## src/rtl/dlist_pkg.sv

```systemverilog
// Package dlist_pkg
// Shared sizes and address-slot codes for the descriptor list register set.
// Assumes a 32-bit data bus with four byte lanes and two channels.
package dlist_pkg;
    localparam int NUM_CH   = 2;
    localparam int DATA_W   = 32;
    localparam int BE_W     = DATA_W / 8;
    localparam int IDX_W    = 5;
    localparam int LIST_LEN = 16;
    localparam int CNT_W    = $clog2(LIST_LEN);
    localparam int CH_SEL_W = (NUM_CH > 1) ? $clog2(NUM_CH) : 1;
    localparam int SLOT_W   = 2;
    localparam int ADDR_W   = CH_SEL_W + SLOT_W;

    // Dword slot inside one channel's 16-byte window.
    typedef enum logic [SLOT_W-1:0] {
        SLOT_BASE = 2'd0,
        SLOT_IDX  = 2'd1,
        SLOT_NA2  = 2'd2,
        SLOT_NA3  = 2'd3
    } slot_e;
endpackage

```

## src/rtl/dlist_chan.sv

```systemverilog
// Module dlist_chan
// One channel's registers: list base address, current index, last valid index.
// Assumes write strobes are already decoded for this channel and that the
// advance pulse is one cycle per finished descriptor.
module dlist_chan
    import dlist_pkg::*;
(
    input  logic              clk,
    input  logic              rst_n,
    input  logic              wr_base,
    input  logic              wr_idx,
    input  logic [BE_W-1:0]   be,
    input  logic [DATA_W-1:0] wdata,
    input  logic              advance,
    output logic [DATA_W-1:0] base_q,
    output logic [IDX_W-1:0]  civ_q,
    output logic [IDX_W-1:0]  lvi_q,
    output logic              at_last
);
    localparam int ALIGN_W = 3;

    // Base address: byte-lane writes, low bits forced to zero.
    always_ff @(posedge clk) begin
        if (!rst_n) begin
            base_q <= '0;
        end else if (wr_base) begin
            for (int b = 0; b < BE_W; b++) begin
                if (be[b]) base_q[8*b +: 8] <= wdata[8*b +: 8];
            end
            base_q[ALIGN_W-1:0] <= '0;
        end
    end

    // Current index: hardware-only, modulo-LIST_LEN increment.
    always_ff @(posedge clk) begin
        if (!rst_n) begin
            civ_q <= '0;
        end else if (advance) begin
            civ_q <= {{(IDX_W-CNT_W){1'b0}}, civ_q[CNT_W-1:0] + 1'b1};
        end
    end

    // Last valid index: software writes through lane 1.
    always_ff @(posedge clk) begin
        if (!rst_n) begin
            lvi_q <= '0;
        end else if (wr_idx && be[1]) begin
            lvi_q <= wdata[8 +: IDX_W];
        end
    end

    // Stop flag for the engine.
    assign at_last = (civ_q == lvi_q);

    assert_civ_step_R4: assert property (@(posedge clk) disable iff (!rst_n)
        advance |=> (civ_q[CNT_W-1:0] == $past(civ_q[CNT_W-1:0]) + 1'b1));
    assert_civ_ro_R5: assert property (@(posedge clk) disable iff (!rst_n)
        !advance |=> $stable(civ_q));
    assert_lvi_wr_R6: assert property (@(posedge clk) disable iff (!rst_n)
        (wr_idx && be[1]) |=> (lvi_q == $past(wdata[8 +: IDX_W])));
    assert_lvi_hold_R6: assert property (@(posedge clk) disable iff (!rst_n)
        !(wr_idx && be[1]) |=> $stable(lvi_q));
    assert_base_wr_R2: assert property (@(posedge clk) disable iff (!rst_n)
        (wr_base && be == '1) |=> (base_q == {$past(wdata[DATA_W-1:ALIGN_W]), 3'b000}));
endmodule

```

## src/rtl/dlist_rdmux.sv

```systemverilog
// Module dlist_rdmux
// Builds the combinational read word from all channels' registers and masks
// it per byte lane. Assumes packed per-channel buses, channel 0 lowest.
module dlist_rdmux
    import dlist_pkg::*;
(
    input  logic [ADDR_W-1:0]        sel,
    input  logic [BE_W-1:0]          be,
    input  logic                     rd,
    input  logic [NUM_CH*DATA_W-1:0] bases,
    input  logic [NUM_CH*IDX_W-1:0]  civs,
    input  logic [NUM_CH*IDX_W-1:0]  lvis,
    output logic [DATA_W-1:0]        rdata
);
    logic [CH_SEL_W-1:0] ch;
    slot_e               slot;
    logic [DATA_W-1:0]   word;

    assign ch   = sel[ADDR_W-1 -: CH_SEL_W];
    assign slot = slot_e'(sel[SLOT_W-1:0]);

    // Select the addressed dword; unmapped slots give zero.
    always_comb begin
        word = '0;
        case (slot)
            SLOT_BASE: word = bases[int'(ch)*DATA_W +: DATA_W];
            SLOT_IDX:  word = {8'h00, 8'h00,
                               {(8-IDX_W){1'b0}}, lvis[int'(ch)*IDX_W +: IDX_W],
                               {(8-IDX_W){1'b0}}, civs[int'(ch)*IDX_W +: IDX_W]};
            default:   word = '0;
        endcase
    end

    // Lane masking: only enabled lanes of an active read carry data.
    always_comb begin
        for (int b = 0; b < BE_W; b++) begin
            rdata[8*b +: 8] = (rd && be[b]) ? word[8*b +: 8] : 8'h00;
        end
    end
endmodule

```

## src/rtl/dlist_regs.sv

```systemverilog
// Module dlist_regs
// Two-channel descriptor list register set. Decodes the dword address into
// per-channel write strobes, instantiates one dlist_chan per channel and the
// read mux. Assumes reg_wr and reg_rd are single-cycle qualified strobes.
module dlist_regs
    import dlist_pkg::*;
(
    input  logic                     clk,
    input  logic                     rst_n,
    input  logic [ADDR_W-1:0]        reg_addr,
    input  logic [BE_W-1:0]          reg_be,
    input  logic                     reg_wr,
    input  logic                     reg_rd,
    input  logic [DATA_W-1:0]        reg_wdata,
    output logic [DATA_W-1:0]        reg_rdata,
    input  logic [NUM_CH-1:0]        advance,
    output logic [NUM_CH*DATA_W-1:0] dma_base,
    output logic [NUM_CH*IDX_W-1:0]  dma_cur_idx,
    output logic [NUM_CH-1:0]        at_last
);
    logic [NUM_CH*IDX_W-1:0] lvi_all;
    logic [SLOT_W-1:0]       slot;

    assign slot = reg_addr[SLOT_W-1:0];

    for (genvar c = 0; c < NUM_CH; c++) begin : g_ch
        logic hit;
        // Channel decode from the upper address bits.
        assign hit = (reg_addr[ADDR_W-1 -: CH_SEL_W] == CH_SEL_W'(c));

        dlist_chan u_chan (
            .clk     (clk),
            .rst_n   (rst_n),
            .wr_base (reg_wr && hit && slot == SLOT_BASE),
            .wr_idx  (reg_wr && hit && slot == SLOT_IDX),
            .be      (reg_be),
            .wdata   (reg_wdata),
            .advance (advance[c]),
            .base_q  (dma_base[c*DATA_W +: DATA_W]),
            .civ_q   (dma_cur_idx[c*IDX_W +: IDX_W]),
            .lvi_q   (lvi_all[c*IDX_W +: IDX_W]),
            .at_last (at_last[c])
        );
    end

    dlist_rdmux u_rdmux (
        .sel   (reg_addr),
        .be    (reg_be),
        .rd    (reg_rd),
        .bases (dma_base),
        .civs  (dma_cur_idx),
        .lvis  (lvi_all),
        .rdata (reg_rdata)
    );

    assert_rd_idle_R8: assert property (@(posedge clk) disable iff (!rst_n)
        !reg_rd |-> (reg_rdata == '0));
    assert_rd_unmapped_R8: assert property (@(posedge clk) disable iff (!rst_n)
        (reg_rd && slot[1]) |-> (reg_rdata == '0));
endmodule

```

## config.mk

```make
export PLATFORM = sky130hd
export DESIGN_NAME = dlist_regs
export DESIGN_NICKNAME = d
export VERILOG_FILES = /design/src/rtl/dlist_pkg.sv /design/src/rtl/dlist_chan.sv /design/src/rtl/dlist_rdmux.sv /design/src/rtl/dlist_regs.sv
export SDC_FILE = /design/constraint.sdc
export NUM_CORES = 1
export LEC_CHECK = 0
export BUFFER_PORTS_ARGS = -buffer_cell sky130_fd_sc_hd__buf_2
export CORE_MARGIN = 5
export CORE_UTILIZATION = 40
export CTS_BUF_LIST = sky130_fd_sc_hd__clkbuf_4 sky130_fd_sc_hd__clkbuf_8
export CTS_CLUSTER_SIZE = 30
export DETAILED_ROUTE_END_ITERATION = 10
export GPL_TIMING_DRIVEN = 0
export PLACE_DENSITY = 0.64
export SLEW_MARGIN = 30
export SYNTH_ARGS = -nofsm -noshare
export SYNTH_HDL_FRONTEND = slang
export SYNTH_SLANG_ARGS = --single-unit
```

## constraint.sdc

```tcl
create_clock -name clk -period 2.27 [get_ports clk]
set_input_delay 0.681 -clock clk [delete_from_list [all_inputs] [get_ports clk]]
set_output_delay 0.681 -clock clk [all_outputs]
set_load 0.01 [all_outputs]
```

Word-level counts from Yosys, hierarchy flattened
Index checks and enable logic that the tools add are counted.
Widths: inputs -> output; s select.
{"block": "word_totals", "register_bits": 76, "in_bits": 45, "out_inout_bits": 108, "wordCells": 48}
{"block": "op_classes", "addsub": 2, "multipliers": 1, "eq_ne": 3, "n_shift": 3, "n_mux": 5, "bitwise_logic": 1, "n_reduce_logical": 21}
{"operator": "$pmux 32 s2", "n": 1}
{"operator": "$shiftx 10x32->5", "n": 2}
{"operator": "$shiftx 64x7->32", "n": 1}
{"operator": "$mux 8", "n": 4}
{"operator": "$reduce_and 2->1", "n": 8}
{"operator": "$logic_and 1x1->1", "n": 12}
{"operator": "$eq 4x5->1", "n": 2}
{"operator": "$add 4x1->4 const B", "n": 2}
{"operator": "$mul 1x3->4 const B", "n": 1}
{"operator": "$eq 2x1->1 const B", "n": 1}
{"operator": "$logic_not 2->1", "n": 1}
{"operator": "$not 1->1", "n": 1}

Depth between registers and ports, before layout
Gate-level depths: netlist of the first run.
{"block": "depth", "ltp_word": 4, "mapped_depth": 5, "ltp_nobuf": 4}

By module
Synthesis of the first run repeated with hierarchy kept, for this count alone.
{"block": "hier_totals", "cells_unflattened": 449, "area_unflattened_um2": 3997.6}
{"module": "dlist_chan", "n_inst": 2, "cells_per_inst": 178, "area_per_inst_um2": 1616.6, "seq_area_each_um2": 760.7}
{"module": "dlist_rdmux", "n_inst": 1, "cells_per_inst": 89, "area_per_inst_um2": 714.4, "seq_area_each_um2": 0.0}
{"module": "dlist_regs", "n_inst": 1, "cells_per_inst": 4, "area_per_inst_um2": 50.0, "seq_area_each_um2": 0.0}

Worst setup path after synthesis of the first run
OpenSTA, ideal clock, no wires.
{"block": "synth_path", "path_kind": "in2out", "startpoint": "input port reg_addr[0]", "endpoint": "output port reg_rdata[3]", "arrival_ns": 1.518, "required_ns": 1.589, "slack_ns": 0.071, "stages": 3, "n_path_buf": 1, "path_cell_list": "buf_6 -> mux4_2 -> and4b_1"}
{"block": "synth_via", "elab_chain_cells": 3, "elab_cells_between_ends": 4, "cone_classes": "1 x eq/ne; 2 x mux; 1 x reduce/logical"}
{"item": "start, declared", "line": "dlist_regs.sv:10", "text": "input logic [ADDR_W-1:0] reg_addr,"}
{"item": "$eq 2x1->1 or $logic_not 2->1 (tied branches)", "line": "dlist_rdmux.sv:25", "text": "case (slot)"}
{"item": "$pmux 32 s2 (*)", "line": "dlist_rdmux.sv:25"}
{"item": "$mux 8 (*)", "line": "dlist_rdmux.sv:37", "text": "rdata[8*b +: 8] = (rd && be[b]) ? word[8*b +: 8] : 8'h00;"}
{"item": "end, declared", "line": "dlist_regs.sv:15", "text": "output logic [DATA_W-1:0] reg_rdata,"}
Mark *: on every way between the ends. The rest lies on a longest branch, timed or not.

Final worst setup path of the first run
{"block": "layout_path", "startpoint": "input port reg_addr[2]", "endpoint": "output port reg_rdata[11]"}
{"block": "layout_via", "elab_chain_cells": 4, "elab_cells_between_ends": 5, "cone_classes": "1 x mul; 2 x shift; 2 x mux"}
{"item": "$mul 1x3->4", "line": "dlist_rdmux.sv:28", "text": "{(8-IDX_W){1'b0}}, lvis[int'(ch)*IDX_W +: IDX_W],"}
{"item": "$shiftx 10x32->5", "line": "dlist_rdmux.sv:28"}
{"item": "$pmux 32 s2 (*)", "line": "dlist_rdmux.sv:25"}
{"item": "$mux 8 (*)", "line": "dlist_rdmux.sv:37"}
Marked as above.

==> results of run 1 <==
-- logic make-up after synthesis --
| group | after synthesis | synth area share |
|---|---|---|
| AO/OA/AOI/OAI | 3 | 0.00696 |
| other | 1 | 0.000993 |
| buffers and inverters | 34 | 0.0656 |
| multiplexers | 105 | 0.288 |
| adder cells (fa/ha/maj) | 2 | 0.00663 |
| flip-flops | 76 | 0.403 |
| AND/OR/NAND/NOR | 167 | 0.196 |
| XOR/XNOR | 14 | 0.0325 |
-- per-layer routing --
layer  wire length [um]  share of wire  up-vias  global-route usage
met4                 85         0.0074        2              0.0475
met2               5560           0.48      117               0.328
met3                832          0.072        8              0.0632
met5                  7        0.00061        -                   0
li1                   -              -     1681                   -
met1               5000           0.44     1616               0.246
-- cell usage after synthesis (all sizes together) --
| cell type | n | area share |
|---|---|---|
| ha | 2 | 0.0066 |
| buf | 25 | 0.057 |
| and2 | 6 | 0.0099 |
| nor2 | 31 | 0.031 |
| nand2b | 1 | 0.0017 |
| mux2i | 102 | 0.27 |
| or2 | 1 | 0.0017 |
| and3 | 5 | 0.0083 |
| nand2 | 100 | 0.099 |
| nand4b | 1 | 0.0023 |
| and4b | 2 | 0.0053 |
| xor2 | 4 | 0.0093 |
| nor2b | 4 | 0.0066 |
| clkbuf | 9 | 0.0089 |
| xnor2 | 10 | 0.023 |
| nor3 | 2 | 0.0027 |
| o22a | 3 | 0.0070 |
| nor3b | 2 | 0.0040 |
| dfxtp | 76 | 0.40 |
| nand3 | 9 | 0.016 |
| mux4 | 3 | 0.018 |
| nand4 | 3 | 0.0066 |
| conb | 1 | 0.00099 |
-- worst register-to-register path, stage by stage, from the launching register on --
cell and delay (ns):
dfxtp_1 0.46, ha_1 0.19, nand2_1 0.06, xnor2_1 0.11, and2_1 0.15
-- registers in the layout, indices dropped and copies added (netlist names) --
name and cells:
g_ch.u_chan.civ_q 8, g_ch.u_chan.base_q 58, g_ch.u_chan.lvi_q 10
-- area by class of cell --
cell class,instances,area [um^2]
plain buffers,33,270
repair buffers,154,935
fillers,860,4050
well taps,129,161
clock buffers,11,139
clock inverters,5,85.1
flip-flops and latches,76,1520
multi-input cells,299,2080
-- how the worst max path moves through the flow --
stage	start	to	slack, ns	cells past startpoint
finish	reg_addr[2]	reg_rdata[11]	-0.04	5
global route	reg_addr[2]	reg_rdata[12]	-0.09	7
CTS	reg_addr[0]	reg_rdata[3]	-0.13	5
detailed placement	reg_addr[0]	reg_rdata[25]	-0.31	6
global placement	reg_addr[0]	reg_rdata[23]	-0.31	6
floorplan	reg_addr[0]	reg_rdata[3]	0.07	3
-- power breakdown --
group | total [mW] | internal (mW) | switching [mW]
Clock | 1.16 | 0.650 | 0.514
Combinational | 0.381 | 0.187 | 0.194
Sequential | 1.38 | 1.36 | 0.0278
Total | 2.93 | 2.19 | 0.736
-- stage by stage --
stage / hold WS (ns) / cell area (um^2) / util / instances
final: 0.477 / 5190 / 0.562 / 707
after global routing: 0.494 / 5190 / 0.562 / 707
after CTS: 0.479 / 5080 / 0.550 / 704
after detailed placement: 0.459 / 4660 / 0.505 / 678
after global placement: 0.458 / 4660 / 0.505 / 678
after floorplan: 0.448 / 3800 / - / 409
-- what timing repair did --
action / CTS / global route
resized for setup: 17 / 13
pin swaps: 1 / 5
gates cloned: 2 / 3
setup endpoints to repair: 32 / 34
setup buffers: 8 / 1
==> results_dict.tcl, run 1 <==
set metrics [dict create \
    outcome "finished, violations left" \
    violations "negative setup slack" \
    tightest_slew_ns 0.597 \
    track_usage 0.197 \
    grt_pass1_vias 3370 \
    ys_seq_elements 76 \
    rr_worst_depth 4 \
    r2r_end "g_ch[0].u_chan.civ_q[2]$_SDFFE_PN0P_" \
    cp_cell_sequence "buf_8, bufbuf_16, mux4_2, nor3b_2, buf_2" \
    grt_max_degree 14 \
    critPathArrivalTime_ns 1.63 \
    die_y_um 107 \
    route.vias.total 3424 \
    yosysSeqAreaShare 0.403 \
    crit_family "buffers and inverters" \
    r2r_slack_ns 1.19 \
    rows 35 \
    ys_types 29 \
    netlist_area_um2 3770 \
    r2r-start "g_ch[0].u_chan.civ_q[1]$_SDFFE_PN0P_" \
    io_buffers 140 \
    die-area_um2 11500 \
    boundaryPins 153 \
    required_ns 1.59 \
    hold_end "g_ch[0].u_chan.base_q[5]$_SDFFE_PN0P_" \
    dp_hpwl_mm 8.45 \
    tritoncts "built" \
    yosysWarnings 0 \
    clk_pin_slew_ns 0.07 \
    p_total_mw 2.93 \
    finalHoldViolCount 0 \
    start_kind "primary input" \
    grt_pass1_wl_mm 17.6 \
    maxCapViolations 0 \
    mostFrequentLayoutCell "buf_2" \
    setup_viol 4 \
    overflow 0 \
    nets 620 \
    clk_path_buf_depth 2 \
    drive_gt1_frac 0.365 \
    path_max_fanout 5 \
    initial_core_util 0.409 \
    tns_ns -0.0888 \
    slew_viol_final 0 \
    hold_class "flop to flop" \
    place_ws_ns -0.309 \
    drt_drc_violations_left 0 \
    p_leak_nw 2.59 \
    fin_crit_sh 1.02 \
    final_cell_mix "140 x buf_2, 101 x mux2i_1, 100 x nand2_1, 74 x dfxtp_1, 27 x nor2_1" \
    fmax_ghz 0.433 \
    cts.sinks 76 \
    cts_max_level 3 \
    die_w_um 107 \
    area_delta_synth_final_pct 37.6 \
    final.setup.worst_slack_ns -0.0417 \
    grt_setup_unrepaired "yes" \
    insertion_delay_ns 0.35 \
    cts_root_buffer "clkbuf_8" \
    cts_hold_buffers 0 \
    core_um2 9240 \
    gp_congestion 0.832 \
    firstDrtPassIters 4 \
    antenna_cells 0 \
    finalClockSkew_ns 0.00834 \
    syn_area_per_cell_um2 9.39 \
    netlist_instances 402 \
    powerDensity_nw_per_um2 564 \
    min-delay-start "g_ch[0].u_chan.base_q[5]$_SDFFE_PN0P_" \
    cpMaxStageDelayCell "mux4_2" \
    antenna_found_initial 1 \
    whs_path_depth 2 \
    drt-total-wl_mm 11.5 \
    finalCriticalPeriod_ns 2.31 \
    drtAntennaViolNets 0 \
    path_buf_inv 3 \
    cp_slowest_stage_delay_ns 0.27 \
    worstSetupPathType "primary input to output port" \
    viasPerCell 4.84 \
    cp-end-kind "output port" \
    drtIter0Drc 94 \
    peakVddDrop_mv 0.278 \
    routedWlPerCell_um 16.2 \
    relSlewSlack 0.602 \
    cts_buffers 9 \
]
(Power assumes the default switching activity.)
==> run 2: changes to the inputs <==
BUFFER_PORTS_ARGS = -buffer_cell sky130_fd_sc_hd__buf_4   (was -buffer_cell sky130_fd_sc_hd__buf_2)
RECOVER_POWER = 50   (was default)
==> results_dict.tcl, run 2 (synthesis results as in run 1) <==
set metrics [dict create \
    routedWlPerCell_um 16.0 \
    start_kind "primary input" \
    drtAntennaViolNets 0 \
    r2r-start "g_ch[0].u_chan.civ_q[0]$_SDFFE_PN0P_" \
    fmax_ghz 0.439 \
    overflow 0 \
    hold_end "g_ch[0].u_chan.base_q[3]$_SDFFE_PN0P_" \
    outcome "finished, violations left" \
    die_y_um 107 \
    gp_congestion 0.845 \
    whs_path_depth 2 \
    route.vias.total 3325 \
    antenna_cells 0 \
    die-area_um2 11500 \
    dp_hpwl_mm 8.57 \
    mostFrequentLayoutCell "buf_4" \
    die_w_um 107 \
    drtIter0Drc 73 \
    largest_reg_flops 58 \
    clk_pin_slew_ns 0.07 \
    fin_crit_sh 1.00 \
    nets 609 \
    grt_pass1_vias 3419 \
    cts.sinks 76 \
    boundaryPins 153 \
    core_um2 9240 \
    required_ns 1.59 \
    place_ws_ns -0.356 \
    rr_worst_depth 4 \
    viasPerCell 4.78 \
    path_max_fanout 5 \
    insertion_delay_ns 0.34 \
    drt_drc_violations_left 0 \
    cts_buffers 9 \
    antenna_found_initial 0 \
    min-delay-start "g_ch[0].u_chan.base_q[3]$_SDFFE_PN0P_" \
    powerDensity_nw_per_um2 551 \
    p_leak_nw 2.39 \
    cts_root_buffer "clkbuf_8" \
    r2r_end "g_ch[0].u_chan.civ_q[2]$_SDFFE_PN0P_" \
    finalCriticalPeriod_ns 2.28 \
    cp-end-kind "output port" \
    peakVddDrop_mv 0.272 \
    maxCapViolations 0 \
    violations "negative setup slack" \
    initial_core_util 0.409 \
    largest-register "g_ch.u_chan.base_q" \
    firstDrtPassIters 4 \
    worstSetupPathType "primary input to output port" \
    reg_top3 "g_ch.u_chan.base_q: 58 flops, g_ch.u_chan.lvi_q: 10 flops, g_ch.u_chan.civ_q: 8 flops" \
    clk_path_buf_depth 2 \
    cts_max_level 3 \
    grt_setup_unrepaired "yes" \
    tritoncts "built" \
    io_buffers 140 \
    final.setup.worst_slack_ns -0.00600 \
    area_delta_synth_final_pct 39.4 \
    tightest_slew_ns 0.627 \
    p_total_mw 2.90 \
    relSlewSlack 0.581 \
    rows 35 \
    whs_ns 0.479 \
    fin_util 0.570 \
    drt-total-wl_mm 11.1 \
    r2r_slack_ns 1.18 \
    final_cell_mix "123 x buf_4, 100 x mux2i_1, 100 x nand2_1, 74 x dfxtp_1, 38 x clkbuf_1" \
    slew_viol_final 0 \
    hold_class "flop to flop" \
    finalClockSkew_ns 0.00623 \
    setup_viol 1 \
    drive_gt1_frac 0.298 \
    finalHoldViolCount 0 \
    track_usage 0.196 \
    grt_pass1_wl_mm 17.7 \
    critPathArrivalTime_ns 1.60 \
    grt_max_degree 14 \
]
run 2: how the worst max path moves through the flow:
| stage | cells after the start | slack (ns) | from | to |
|---|---|---|---|---|
| 4_1_cts | 5 | -0.02 | reg_addr[1] | reg_rdata[24] |
| 2_1_floorplan | 3 | 0.07 | reg_addr[0] | reg_rdata[3] |
| 5_1_grt | 4 | -0.04 | reg_addr[0] | reg_rdata[3] |
| 3_3_place_gp | 6 | -0.38 | reg_addr[0] | reg_rdata[24] |
| 6_report | 4 | -0.006 | reg_addr[0] | reg_rdata[3] |
| 3_5_place_dp | 6 | -0.36 | reg_addr[0] | reg_rdata[24] |
run 2: layer usage:
metal / global-route usage / vias to the layer above / wire, um
met5: 0 / - / 0
met4: 0.0420 / 0 / 78
met3: 0.0662 / 5 / 918
met2: 0.328 / 108 / 5290
met1: 0.243 / 1563 / 4860
li1: - / 1649 / -
run 2: per-stage QoR:
step                cells  instance area (um^2)  setup TNS (ns)
global placement      678                  5010           -8.18
CTS                   696                  5330         -0.0430
global route          696                  5260         -0.0626
finish                696                  5260        -0.00600
floorplan             409                  3800               0
detailed placement    678                  5010           -8.40
run 2: final cells by class:
class	count	area, um^2
plain buffers	32	245
repair buffers	144	1040
fillers	865	3980
clock inverters	6	88.8
multi-input cells	299	2070
flip-flops and latches	76	1520
clock buffers	10	131
well taps	129	161
run 2: power breakdown:
| group | internal [mW] | switching, mW |
|---|---|---|
| combinational | 0.190 | 0.185 |
| sequential | 1.36 | 0.0289 |
| clock | 0.632 | 0.509 |
run 2: timing repair:
| item | CTS | global route |
|---|---|---|
| setup buffers | 3 | 0 |
| pin swaps | 4 | 0 |
| resized for setup | 15 | 12 |
| hold buffers | 0 | 0 |
| setup endpoints to repair | 32 | 29 |
| gates cloned | 1 | 0 |
run 2: worst max-delay path: stages:
cell     delay (ns)
buf_12         0.10
mux4_2         0.48
and4b_1        0.21
buf_6          0.12
==> run 3: changes to the inputs <==
HOLD_SLACK_MARGIN = 0.15   (was default)
clock period = 2.95 ns   (was 2.27 ns; I/O delays follow)
==> results_dict.tcl, run 3 (synthesis results as in run 1) <==
set metrics [dict create \
    boundaryPins 153 \
    final.setup.worst_slack_ns 0.0953 \
    powerDensity_nw_per_um2 434 \
    grt_pass1_vias 3372 \
    p_total_mw 2.21 \
    mostFrequentLayoutCell "buf_4" \
    fin_crit_sh 0.968 \
    cts_max_level 3 \
    largest_reg_flops 58 \
    final-seq-area_um2 1520 \
    maxCapViolations 0 \
    whs_path_depth 2 \
    drive_gt1_frac 0.265 \
    drtAntennaViolNets 0 \
    whs_ns 0.476 \
    reg_top3 "g_ch.u_chan.base_q: 58 flops, g_ch.u_chan.lvi_q: 10 flops, g_ch.u_chan.civ_q: 8 flops" \
    peakVddDrop_mv 0.210 \
    core_um2 9240 \
    critPathArrivalTime_ns 1.97 \
    finalClockSkew_ns 0.00586 \
    outcome "complete, no violations" \
    setup_viol 0 \
    clockPowerShare 0.397 \
    dp_hpwl_mm 8.57 \
    relSlewSlack 0.566 \
    r2r_end "g_ch[0].u_chan.civ_q[2]$_SDFFE_PN0P_" \
    worstSetupStartpoint "reg_addr[0]" \
    grt_setup_unrepaired "no" \
    multi_input_area_um2 2020 \
    die_y_um 107 \
    tritoncts "built" \
    rows 35 \
    r2r-start "g_ch[0].u_chan.civ_q[0]$_SDFFE_PN0P_" \
    path_max_fanout 10 \
    power_frac_seq 0.482 \
    grt_max_degree 14 \
    worstSetupPathType "primary input to output port" \
    start_kind "primary input" \
    route.vias.total 3326 \
    slew_viol_final 0 \
    tightest_slew_ns 0.650 \
    cpMaxStageDelayCell "mux4_2" \
    antenna_found_initial 0 \
    crit_top_cell "buf_4" \
    cts_hold_buffers 0 \
    p_int_mw 1.66 \
    area_delta_synth_final_pct 34.6 \
    drt_drc_violations_left 0 \
    place_ws_ns -0.0837 \
    cts.sinks 76 \
    initial_core_util 0.409 \
    routedWlPerCell_um 15.8 \
    track_usage 0.192 \
    gp_congestion 0.845 \
    final.fill_count 897 \
    nets 607 \
    drt-total-wl_mm 11.0 \
    antenna_cells 0 \
    cp_cell_sequence "buf_4, buf_6, mux4_2, and4b_1, buf_4" \
    hold_end "g_ch[0].u_chan.base_q[3]$_SDFFE_PN0P_" \
    fmax_ghz 0.350 \
    io_buffers 140 \
    viasPerCell 4.79 \
    finalCriticalPeriod_ns 2.85 \
    cts_buffers 9 \
    hold_class "flop to flop" \
    min-delay-start "g_ch[0].u_chan.base_q[3]$_SDFFE_PN0P_" \
    swShare 0.248 \
    finalHoldViolCount 0 \
    die_w_um 107 \
    drtIter0Drc 72 \
    cts_root_buffer "clkbuf_8" \
    firstDrtPassIters 4 \
    power_frac_comb 0.121 \
    cp-end-kind "output port" \
    cp_slowest_stage_delay_ns 0.49 \
    p_leak_nw 2.32 \
    die-area_um2 11500 \
    tns_ns 0 \
    final_cell_mix "122 x buf_4, 102 x mux2i_1, 100 x nand2_1, 76 x dfxtp_1, 46 x clkbuf_1" \
    largest-register "g_ch.u_chan.base_q" \
    clk_path_buf_depth 2 \
    clk_pin_slew_ns 0.08 \
    grt_pass1_wl_mm 17.4 \
    power.switching_mw 0.549 \
    r2r_slack_ns 1.86 \
    rr_worst_depth 4 \
    overflow 0 \
    required_ns 2.07 \
    fin_util 0.550 \
    insertion_delay_ns 0.34 \
]
## run 3: cell count changes in the layout (fill, tap and decap cells not counted), sizes merged
| cell | previous run | this run |
|---|---|---|
| clkbuf | 49 | 56 |
| buf | 137 | 128 |
## run 3: critical path, delay by kind of cell
family,cells,cell delay (ns)
multiplexers,1,0.49
buffers and inverters,3,0.37
AND/OR/NAND/NOR,1,0.22
## run 3: stage by stage
step,area (um^2),instances
floorplan,3800,409
global placement,5010,678
detailed placement,5010,678
CTS,5230,694
global route,5080,694
finish,5080,694
## run 3: area by class of cell
cell class,instances,area share
Multi-Input combinational cell,299,0.398
Sequential cell,76,0.299
Timing Repair Buffer,140,0.185
Buffer,34,0.0426
Tap cell,129,0.0318
Clock buffer,10,0.0258
Clock inverter,6,0.0175
## run 3: power by group through the flow
stage                     clock, mW  combinational, mW  sequential (mW)
after floorplan                   0              0.147             1.09
after global placement            0              0.272             1.09
after detailed placement          0              0.274             1.09
after CTS                     0.892              0.275             1.07
after global routing          0.938              0.292             1.07
final                         0.876              0.267             1.07
## run 3: how the worst max path moves through the flow
| stage | to | slack (ns) |
|---|---|---|
| CTS | reg_rdata[24] | -0.1 |
| global route | reg_rdata[22] | 0.03 |
| global placement | reg_rdata[24] | -0.10 |
| finish | reg_rdata[3] | 0.1 |
| detailed placement | reg_rdata[24] | -0.08 |
| floorplan | reg_rdata[3] | 0.34 |
## run 3: timing repair
item / 4_1_cts / 5_1_grt
setup endpoints to repair: 16 / 21
resized for setup: 0 / 7
buffers inserted: 0 / 0
pin swaps: 0 / 0
## run 3: per-layer routing
layer  vias up  wire length (um)  global-route usage
met1      1565              4820               0.239
met2       107              5180               0.321
met3         6               894              0.0656
met5         -                 0                   0
li1       1648                 -                   -
met4         0                89              0.0420
